### config.mk
export PLATFORM = sky130hd
export DESIGN_NAME = bb_loop_seq
export DESIGN_NICKNAME = d
export VERILOG_FILES = /design/src/rtl/bb_loop_seq_pkg.sv /design/src/rtl/bb_iter_ctr.sv /design/src/rtl/bb_pass_track.sv /design/src/rtl/bb_branch_rec.sv /design/src/rtl/bb_loop_seq.sv
export SDC_FILE = /design/constraint.sdc
export NUM_CORES = 1
export LEC_CHECK = 0
export BUFFER_PORTS_ARGS = -buffer_cell sky130_fd_sc_hd__buf_2
export CAP_MARGIN = 20
export CELL_PAD_IN_SITES_DETAIL_PLACEMENT = 1
export CELL_PAD_IN_SITES_GLOBAL_PLACEMENT = 2
export CORE_MARGIN = 4
export CORE_UTILIZATION = 28
export CTS_BUF_LIST = sky130_fd_sc_hd__clkbuf_16
export CTS_CLUSTER_DIAMETER = 150
export CTS_CLUSTER_SIZE = 20
export DETAILED_ROUTE_END_ITERATION = 8
export PLACE_DENSITY_LB_ADDON = 0.3
export SYNTH_ARGS = -nofsm -noshare
export SYNTH_HDL_FRONTEND = slang
export SYNTH_SLANG_ARGS = --single-unit
### constraint.sdc
create_clock -name clk -period 2.3 [get_ports clk]
set_input_delay 0.23 -clock clk [delete_from_list [all_inputs] [get_ports clk]]
set_output_delay 0.23 -clock clk [all_outputs]
set_load 0.01 [all_outputs]
### src/rtl/bb_loop_seq_pkg.sv
package bb_loop_seq_pkg;
  typedef enum logic [1:0] {
    ST_IDLE = 2'd0,
    ST_RUN  = 2'd1,
    ST_DONE = 2'd2
  } seq_state_t;
endpackage

### src/rtl/bb_iter_ctr.sv
// Remaining-pass counter: loaded once at block entry, stepped at each pass end.
module bb_iter_ctr #(
  parameter int CNT_W = 8
) (
  input  logic             clk,
  input  logic             rst_n,
  input  logic             load,
  input  logic [CNT_W-1:0] load_val,
  input  logic             step,
  output logic             last
);
  localparam logic [CNT_W-1:0] ONE = CNT_W'(1);

  logic [CNT_W-1:0] left_q;

  always_ff @(posedge clk) begin
    if (!rst_n)    left_q <= '0;
    else if (load) left_q <= load_val;
    else if (step) left_q <= left_q - ONE;
  end

  assign last = (left_q == ONE);
endmodule

### src/rtl/bb_pass_track.sv
// Issues bundle indices of one pass and counts the completions that come back.
module bb_pass_track #(
  parameter int NB_W = 3
) (
  input  logic            clk,
  input  logic            rst_n,
  input  logic            load,
  input  logic [NB_W-1:0] nbm1_in,
  input  logic            run,
  input  logic            iss_ready,
  input  logic            cmp_valid,
  output logic            iss_valid,
  output logic [NB_W-1:0] iss_idx,
  output logic            cmp_ok,
  output logic            pass_end
);
  localparam int IC_W = NB_W + 1;

  logic [NB_W-1:0] nbm1_q;
  logic [IC_W-1:0] iss_cnt;
  logic [NB_W-1:0] cmp_cnt;
  logic            all_issued;

  assign all_issued = iss_cnt > {1'b0, nbm1_q};
  assign iss_valid  = run && !all_issued;
  assign iss_idx    = iss_cnt[NB_W-1:0];
  assign cmp_ok     = run && cmp_valid && ({1'b0, cmp_cnt} < iss_cnt);
  assign pass_end   = cmp_ok && (cmp_cnt == nbm1_q);

  always_ff @(posedge clk) begin
    if (!rst_n) begin
      nbm1_q  <= '0;
      iss_cnt <= '0;
      cmp_cnt <= '0;
    end else if (load) begin
      nbm1_q  <= nbm1_in;
      iss_cnt <= '0;
      cmp_cnt <= '0;
    end else if (pass_end) begin
      iss_cnt <= '0;
      cmp_cnt <= '0;
    end else begin
      if (iss_valid && iss_ready) iss_cnt <= iss_cnt + IC_W'(1);
      if (cmp_ok)                 cmp_cnt <= cmp_cnt + NB_W'(1);
    end
  end
endmodule

### src/rtl/bb_branch_rec.sv
// Holds the latest taken branch target; the live completion overrides the held one.
module bb_branch_rec #(
  parameter int PC_W = 16
) (
  input  logic            clk,
  input  logic            rst_n,
  input  logic            clear,
  input  logic            hit,
  input  logic [PC_W-1:0] tgt,
  output logic            eff_taken,
  output logic [PC_W-1:0] eff_tgt
);
  logic            taken_q;
  logic [PC_W-1:0] tgt_q;

  always_ff @(posedge clk) begin
    if (!rst_n) begin
      taken_q <= 1'b0;
      tgt_q   <= '0;
    end else if (clear) begin
      taken_q <= 1'b0;
      tgt_q   <= '0;
    end else if (hit) begin
      taken_q <= 1'b1;
      tgt_q   <= tgt;
    end
  end

  assign eff_taken = taken_q || hit;
  assign eff_tgt   = hit ? tgt : tgt_q;
endmodule

### src/rtl/bb_loop_seq.sv
module bb_loop_seq
  import bb_loop_seq_pkg::*;
#(
  parameter int NB_W  = 3,
  parameter int CNT_W = 8,
  parameter int PC_W  = 16
) (
  input  logic             clk,
  input  logic             rst_n,
  input  logic             hdr_valid,
  output logic             hdr_ready,
  input  logic [NB_W-1:0]  hdr_nbm1,
  input  logic             hdr_loop,
  input  logic             hdr_use_reg,
  input  logic [CNT_W-1:0] hdr_count,
  input  logic [PC_W-1:0]  hdr_fall_pc,
  output logic [CNT_W-1:0] rf_idx,
  input  logic [CNT_W-1:0] rf_data,
  output logic             iss_valid,
  input  logic             iss_ready,
  output logic [NB_W-1:0]  iss_idx,
  input  logic             cmp_valid,
  input  logic             cmp_taken,
  input  logic [PC_W-1:0]  cmp_target,
  output logic             block_done,
  output logic [PC_W-1:0]  next_pc
);
  seq_state_t       st;
  logic             hdr_fire, run, last, pass_end, cmp_ok, eff_taken;
  logic [CNT_W-1:0] start_cnt;
  logic [PC_W-1:0]  fall_q, eff_tgt;

  assign hdr_ready  = (st == ST_IDLE);
  assign hdr_fire   = hdr_valid && hdr_ready;
  assign run        = (st == ST_RUN);
  assign block_done = (st == ST_DONE);
  assign rf_idx     = hdr_count;
  assign start_cnt  = !hdr_loop   ? CNT_W'(1) :
                      hdr_use_reg ? rf_data   : hdr_count;

  bb_iter_ctr #(.CNT_W(CNT_W)) u_iter (
    .clk(clk), .rst_n(rst_n), .load(hdr_fire), .load_val(start_cnt),
    .step(pass_end && !last), .last(last)
  );

  bb_pass_track #(.NB_W(NB_W)) u_pass (
    .clk(clk), .rst_n(rst_n), .load(hdr_fire), .nbm1_in(hdr_nbm1),
    .run(run), .iss_ready(iss_ready), .cmp_valid(cmp_valid),
    .iss_valid(iss_valid), .iss_idx(iss_idx), .cmp_ok(cmp_ok),
    .pass_end(pass_end)
  );

  bb_branch_rec #(.PC_W(PC_W)) u_br (
    .clk(clk), .rst_n(rst_n), .clear(hdr_fire), .hit(cmp_ok && cmp_taken),
    .tgt(cmp_target), .eff_taken(eff_taken), .eff_tgt(eff_tgt)
  );

  always_ff @(posedge clk) begin
    if (!rst_n) begin
      st      <= ST_IDLE;
      fall_q  <= '0;
      next_pc <= '0;
    end else begin
      case (st)
        ST_IDLE: if (hdr_fire) begin
          fall_q <= hdr_fall_pc;
          if (start_cnt == '0) begin
            st      <= ST_DONE;
            next_pc <= hdr_fall_pc;
          end else begin
            st <= ST_RUN;
          end
        end
        ST_RUN: if (pass_end && last) begin
          st      <= ST_DONE;
          next_pc <= eff_taken ? eff_tgt : fall_q;
        end
        ST_DONE: st <= ST_IDLE;
        default: st <= ST_IDLE;
      endcase
    end
  end
endmodule

==> Yosys cells after proc, flatten, opt, wreduce, memory -nomap -nowiden <==
Cells that the tools add are included.
Widths: inputs -> output; s select.
{ "totals": {"ff_bits": 69, "inputBits": 59, "out_inout_bits": 30, "elab_cells": 57} }
{ "op_classes": {"add_sub_neg": 3, "order_cmp": 2, "eq_ne": 7, "n_mux": 14, "bitwise": 1, "n_reduce_logical": 21} }
{ "op_table": {"columns": ["cell", "count"], "rows": [
  ["$mux 16", 5],
  ["$mux 8", 4],
  ["$pmux 16 s2", 1],
  ["$logic_and 1x1->1", 9],
  ["$eq 8x1->1 const B", 1],
  ["$logic_not 8->1", 1],
  ["$sub 8x1->8 const B", 1],
  ["$mux 2", 3],
  ["$add 4x1->4 const B", 1],
  ["$gt 4x3->1", 1],
  ["$lt 3x4->1", 1],
  ["$ne 2x1->1 const B", 2],
  ["$pmux 2 s2", 1],
  ["$reduce_and 2->1", 2],
  ["$reduce_and 4->1", 1],
  ["$reduce_bool 2->1", 2],
  ["$add 3x1->3 const B", 1],
  ["$eq 3x3->1", 1],
  ["$reduce_or 3->1", 1],
  ["$eq 2x1->1 const B", 1],
  ["$eq 2x2->1 const B", 1],
  ["$logic_not 1->1", 2],
  ["$logic_not 2->1", 1],
  ["$ne 2x2->1 const B", 1],
  ["3 further kinds", 3]
]} }

==> Depth between registers and ports, before layout <==
{ "logic_depth": {"word_depth": 8, "depth_mapped": 10, "depth_no_buf": 7} }

==> Cells and area by module <==
From an unflattened synthesis, not the netlist that was laid out.
{ "hier_totals": {"cells_unflattened": 462, "area_unflattened_um2": 4250.3} }
{ "modules_own_cells": {"columns": ["module", "instances", "cells_each", "area_each_um2", "seq_area_each_um2"], "rows": [
  ["bb_loop_seq", 1, 273, 2304.7, 680.7],
  ["bb_branch_rec", 1, 55, 762.0, 340.3],
  ["bb_pass_track", 1, 76, 698.2, 200.2],
  ["bb_iter_ctr", 1, 58, 485.5, 160.2]
]} }

==> Worst setup path after synthesis <==
OpenSTA, ideal clock, no wires.
{ "synth_path": {"path_kind": "reg-to-reg", "startpoint": "register u_pass.iss_cnt[1]", "endpoint": "register st[1]", "setup_time_ns": 0.115, "arrival_time_ns": 2.181, "required_time_ns": 2.185, "slack_ns": 0.004, "stages_incl_launch_ff": 11, "n_path_buf": 3, "period_less_slack_ns": 2.296, "cell_sequence": "dfxtp_1 -> inv_1 -> ha_1 -> nor2_1 -> or4b_4 -> and4_1 -> buf_6 -> or2_1 -> buf_6 -> buf_12 -> and2_1"} }
{ "synth_between": {"elab_chain_cells": 6} }
{ "synth_lines": {"columns": ["element", "line", "source"], "rows": [
  ["start: declaration", "bb_pass_track.sv:20", "logic [IC_W-1:0] iss_cnt;"],
  ["start signal: assignment", "bb_pass_track.sv:43", "if (iss_valid && iss_ready) iss_cnt <= iss_cnt + IC_W'(1);"],
  ["$lt 3x4->1", "bb_pass_track.sv:27", "assign cmp_ok = run && cmp_valid && ({1'b0, cmp_cnt} < iss_cnt);"],
  ["$logic_and 1x1->1", "bb_pass_track.sv:27", null],
  ["$logic_and 1x1->1", "bb_pass_track.sv:28", "assign pass_end = cmp_ok && (cmp_cnt == nbm1_q);"],
  ["$logic_and 1x1->1", "bb_loop_seq.sv:74", "ST_RUN: if (pass_end && last) begin"],
  ["$ne 2x2->1 (no line)", null, null],
  ["$reduce_and 2->1 (no line)", null, null],
  ["end signal: assignment", "bb_loop_seq.sv:75", "st <= ST_DONE;"],
  ["end signal: assignment", "bb_loop_seq.sv:78", "ST_DONE: st <= ST_IDLE;"],
  ["end signal: assignment", "bb_loop_seq.sv:79", "default: st <= ST_IDLE;"],
  ["end: declaration", "bb_loop_seq.sv:28", "seq_state_t st;"]
]} }
Every way passes these cells.
A chain may end at the register's enable or synchronous reset.

==> Worst setup path after layout <==
{ "layout_path": {"startpoint": "register u_pass.iss_cnt[1]", "endpoint": "register next_pc[8]"} }
{ "layout_between": {"elab_chain_cells": 7, "elab_cells_between_ends": 12, "cone_classes": "order compare: 1; eq/ne: 1; mux: 4; reduce/logical: 6"} }
{ "layout_lines": {"columns": ["element", "line", "source"], "rows": [
  ["$lt 3x4->1 *", "bb_pass_track.sv:27", null],
  ["$logic_and 1x1->1 *", "bb_pass_track.sv:27", null],
  ["$logic_and 1x1->1", "bb_loop_seq.sv:54", ".clk(clk), .rst_n(rst_n), .clear(hdr_fire), .hit(cmp_ok && cmp_taken),"],
  ["$mux 16 / $logic_or 1x1->1 (equally long branches)", "bb_branch_rec.sv:30, bb_branch_rec.sv:29", null],
  ["$mux 16", "bb_loop_seq.sv:76", "next_pc <= eff_taken ? eff_tgt : fall_q;"],
  ["$mux 16", "bb_loop_seq.sv:74", null],
  ["$pmux 16 s2", "bb_loop_seq.sv:64", "case (st)"],
  ["end signal: assignment", "bb_loop_seq.sv:69", "next_pc <= hdr_fall_pc;"],
  ["end signal: assignment", "bb_loop_seq.sv:76", null],
  ["end: declaration", "bb_loop_seq.sv:26", "output logic [PC_W-1:0] next_pc"]
]} }
Every way passes the cells marked *; elsewhere a longest branch is shown, timed or not. The select of a mux whose other input is x is not followed.

==> impl_metrics.tcl <==
set metrics [dict create \
    area_delta_synth_final_pct 24.57 \
    num_rows 41 \
    layout_common_cells "buf_2, nand2_1, dfxtp_1" \
    drtPass1Iterations 4 \
    htreeDepth 3 \
    ant_nets 0 \
    cts-root-buf "clkbuf_16" \
    cts_tree "yes" \
    drcViolationCount 0 \
    cp.arrival_ns 2.40 \
    syn-cell-area_sq_um 3672 \
    min_path_type "primary input to register" \
    setup_violations 0 \
    min_period_over_period_pct 94.02 \
    hold_viol_final 0 \
    wl_per_cell_um 17.48 \
    grt_pass1_vias 3697 \
    cp-end-kind "register" \
    track_usage_pct 16.65 \
    crit_chain "inv_1 > ha_1 > nor2_1 > or4b_4 > and4_1 > or2_1 > buf_12 > a311oi_1" \
    async_reset_ff_share_pct 0 \
    viasPerCell 5.087 \
    n_antenna_cell 0 \
    antenna_found_initial 0 \
    slew_viol_final 0 \
    pin_count 89 \
    slew_headroom_pct 58.79 \
    routabilityCongestion 0.8134 \
    totalWireLength_um 12060 \
    synth-seq-area-share_pct 37.61 \
    criticalPathCategory "register to register" \
    start_kind "register" \
    fin_tns_setup_ns 0 \
    multiInputGateArea_sq_um 2029 \
    cts_buffer_depth 2 \
    power_w 0.003032 \
    seqCellArea_sq_um 1383 \
    maxUsedRoutingLayer "met4" \
    synth_edf_count 0 \
    crit_slowest_cell "or4b_4" \
    syn_area_per_cell_sq_um 8.423 \
    cp_slowest_stage_delay_ns 0.56 \
    dpl_cell_area_sq_um 4282 \
    drt-met1-wl_um 5667 \
    core_sq_um 12720 \
    dr_wl_met3_um 454 \
    dp.cells 674 \
    maxCapViolCount 0 \
    grt_pass1_wl_um 19410 \
    p_leak_nw 1.776 \
    ys_dominant_reg_cell "dfxtp_1" \
    cp.required_ns 2.54 \
    synthCells 436 \
    crit_family "simple AND/OR/NAND/NOR gates" \
    start_util_pct 28.87 \
    numPortBuffers 88 \
    die_area_sq_um 15010 \
    stdcell_area_sq_um 4574 \
    die_h_um 122.5 \
    drive_gt1_share_pct 29.54 \
    final_nets 581 \
    wl_met2_um 5763 \
    cts_sinks 69 \
    finClkSkew_ns 0.008956 \
    syn_nets 504 \
    grt_max_degree 36 \
    clkTransAtPathRegs_ns 0.06 \
    ir_drop_mv 0.2464 \
    worst_pin_slew_ns 0.6095 \
    status "finished clean" \
    grt_overflow 0 \
    die_x_um 122.5 \
    fmax_ghz 0.4624 \
    insertion_delay_ns 0.34 \
    synth_cell_types 51 \
    ys_ff_latch 69 \
    vias 3510 \
    path_buf_inv 2 \
    rsz0062_at_grt "no" \
    dr.first_iter.drc_count 126 \
    numCtsBuffers 9 \
    instances_no_fill 690 \
    post_cts_buffers 0 \
    yosysWarnings 0 \
    final_common_cell "buf_2" \
    power.density_nw_per_um2 662.8 \
    dp_hpwl_um 8530 \
    crit_fanout 17 \
    fin_crit_ns 2.162 \
    fill_cells 1557 \
    cts_hold_buf 0 \
]
## registers in the layout (all words and copies together), names as in the netlist
name	count
u_pass.nbm1_q	3
u_br.taken_q	1
u_br.tgt_q	16
u_pass.iss_cnt	4
next_pc	16
u_iter.left_q	8
st	2
u_pass.cmp_cnt	3
fall_q	16
## final timing paths
path	slack (ns)	end	cells past startpoint	startpoint
worst max-delay path	0.14	next_pc[8]$_SDFFE_PN0P_	8	u_pass.iss_cnt[1]$_SDFFE_PP0P_
worst min-delay path	0.14	u_pass.nbm1_q[1]$_SDFFE_PN0P_	3	hdr_nbm1[1]
worst max register to register	0.14	next_pc[8]$_SDFFE_PN0P_	8	u_pass.iss_cnt[1]$_SDFFE_PP0P_
worst min register to register	0.45	u_br.tgt_q[0]$_SDFF_PP0_	2	u_br.tgt_q[0]$_SDFF_PP0_
## cells in the mapped netlist (5+ instances only)
master	instances	area [sq um]
a21oi_1	45	225.2
a311oi_1	7	61.31
nor3_1	21	105.1
nand3_1	25	125.1
dfxtp_1	69	1381
nand2b_1	5	31.28
nor2_1	18	67.56
buf_4	13	97.59
ha_1	9	112.6
xnor2_1	5	43.79
a311oi_2	9	135.1
mux2i_1	6	60.06
a22oi_1	16	120.1
mux2_2	19	214.0
nand2_1	77	289.0
clkbuf_1	19	71.32
inv_1	9	33.78
nor4b_1	6	52.55
## worst min-delay path, delay by kind of cell
family	cells	cell delay, ns
buf+inv	1	0.09
simple gates	1	0.05
compound gates	1	0.05
## cell type report
class | instances | area share [%]
tap | 172 | 4.705
inverter | 10 | 0.8206
clock inverter | 7 | 1.450
sequential | 69 | 30.22
clock buffer | 9 | 4.923
timing repair buffer | 105 | 13.51
multi-input combinational | 318 | 44.37
## report_power, final
part | switching [W] | internal [W]
clock | 0.000552 | 0.000832
combinational | 0.000231 | 0.000161
sequential | 0.0000277 | 0.00123
total | 0.000811 | 0.00222
## per-stage QoR
stage / hold WS [ns] / worst slack [ns] / utilization (%)
after floorplan: 0.3517 / 0.004102 / -
after global placement: 0.4390 / 0.1830 / 33.65
after detailed placement: 0.4463 / 0.1461 / 33.65
after CTS: 0.1354 / 0.1255 / 35.95
after global routing: 0.1422 / 0.002668 / 35.96
final: 0.1439 / 0.1376 / 35.96
## metal layers
| metal | global-route usage [%] | up-vias |
|---|---|---|
| met5 | 0 | - |
| met4 | 5.668 | 0 |
| met3 | 3.594 | 15 |
| met2 | 27.72 | 80 |
| met1 | 21.34 | 1693 |
| li1 | - | 1722 |
## kinds of logic after synthesis
logic type | after synthesis | share of synthesized area (%)
compound gates | 98 | 19.39
xor+xnor | 6 | 1.431
fa+ha+maj | 9 | 3.066
buf+inv | 49 | 7.257
flops | 69 | 37.61
mux | 25 | 7.462
simple gates | 180 | 23.78
## timing repair
item,CTS,global route
resized for setup,0,1
hold endpoints to repair,0,0
endpoints found under the setup margin,0,3
Power figures use the tool's default switching activity.
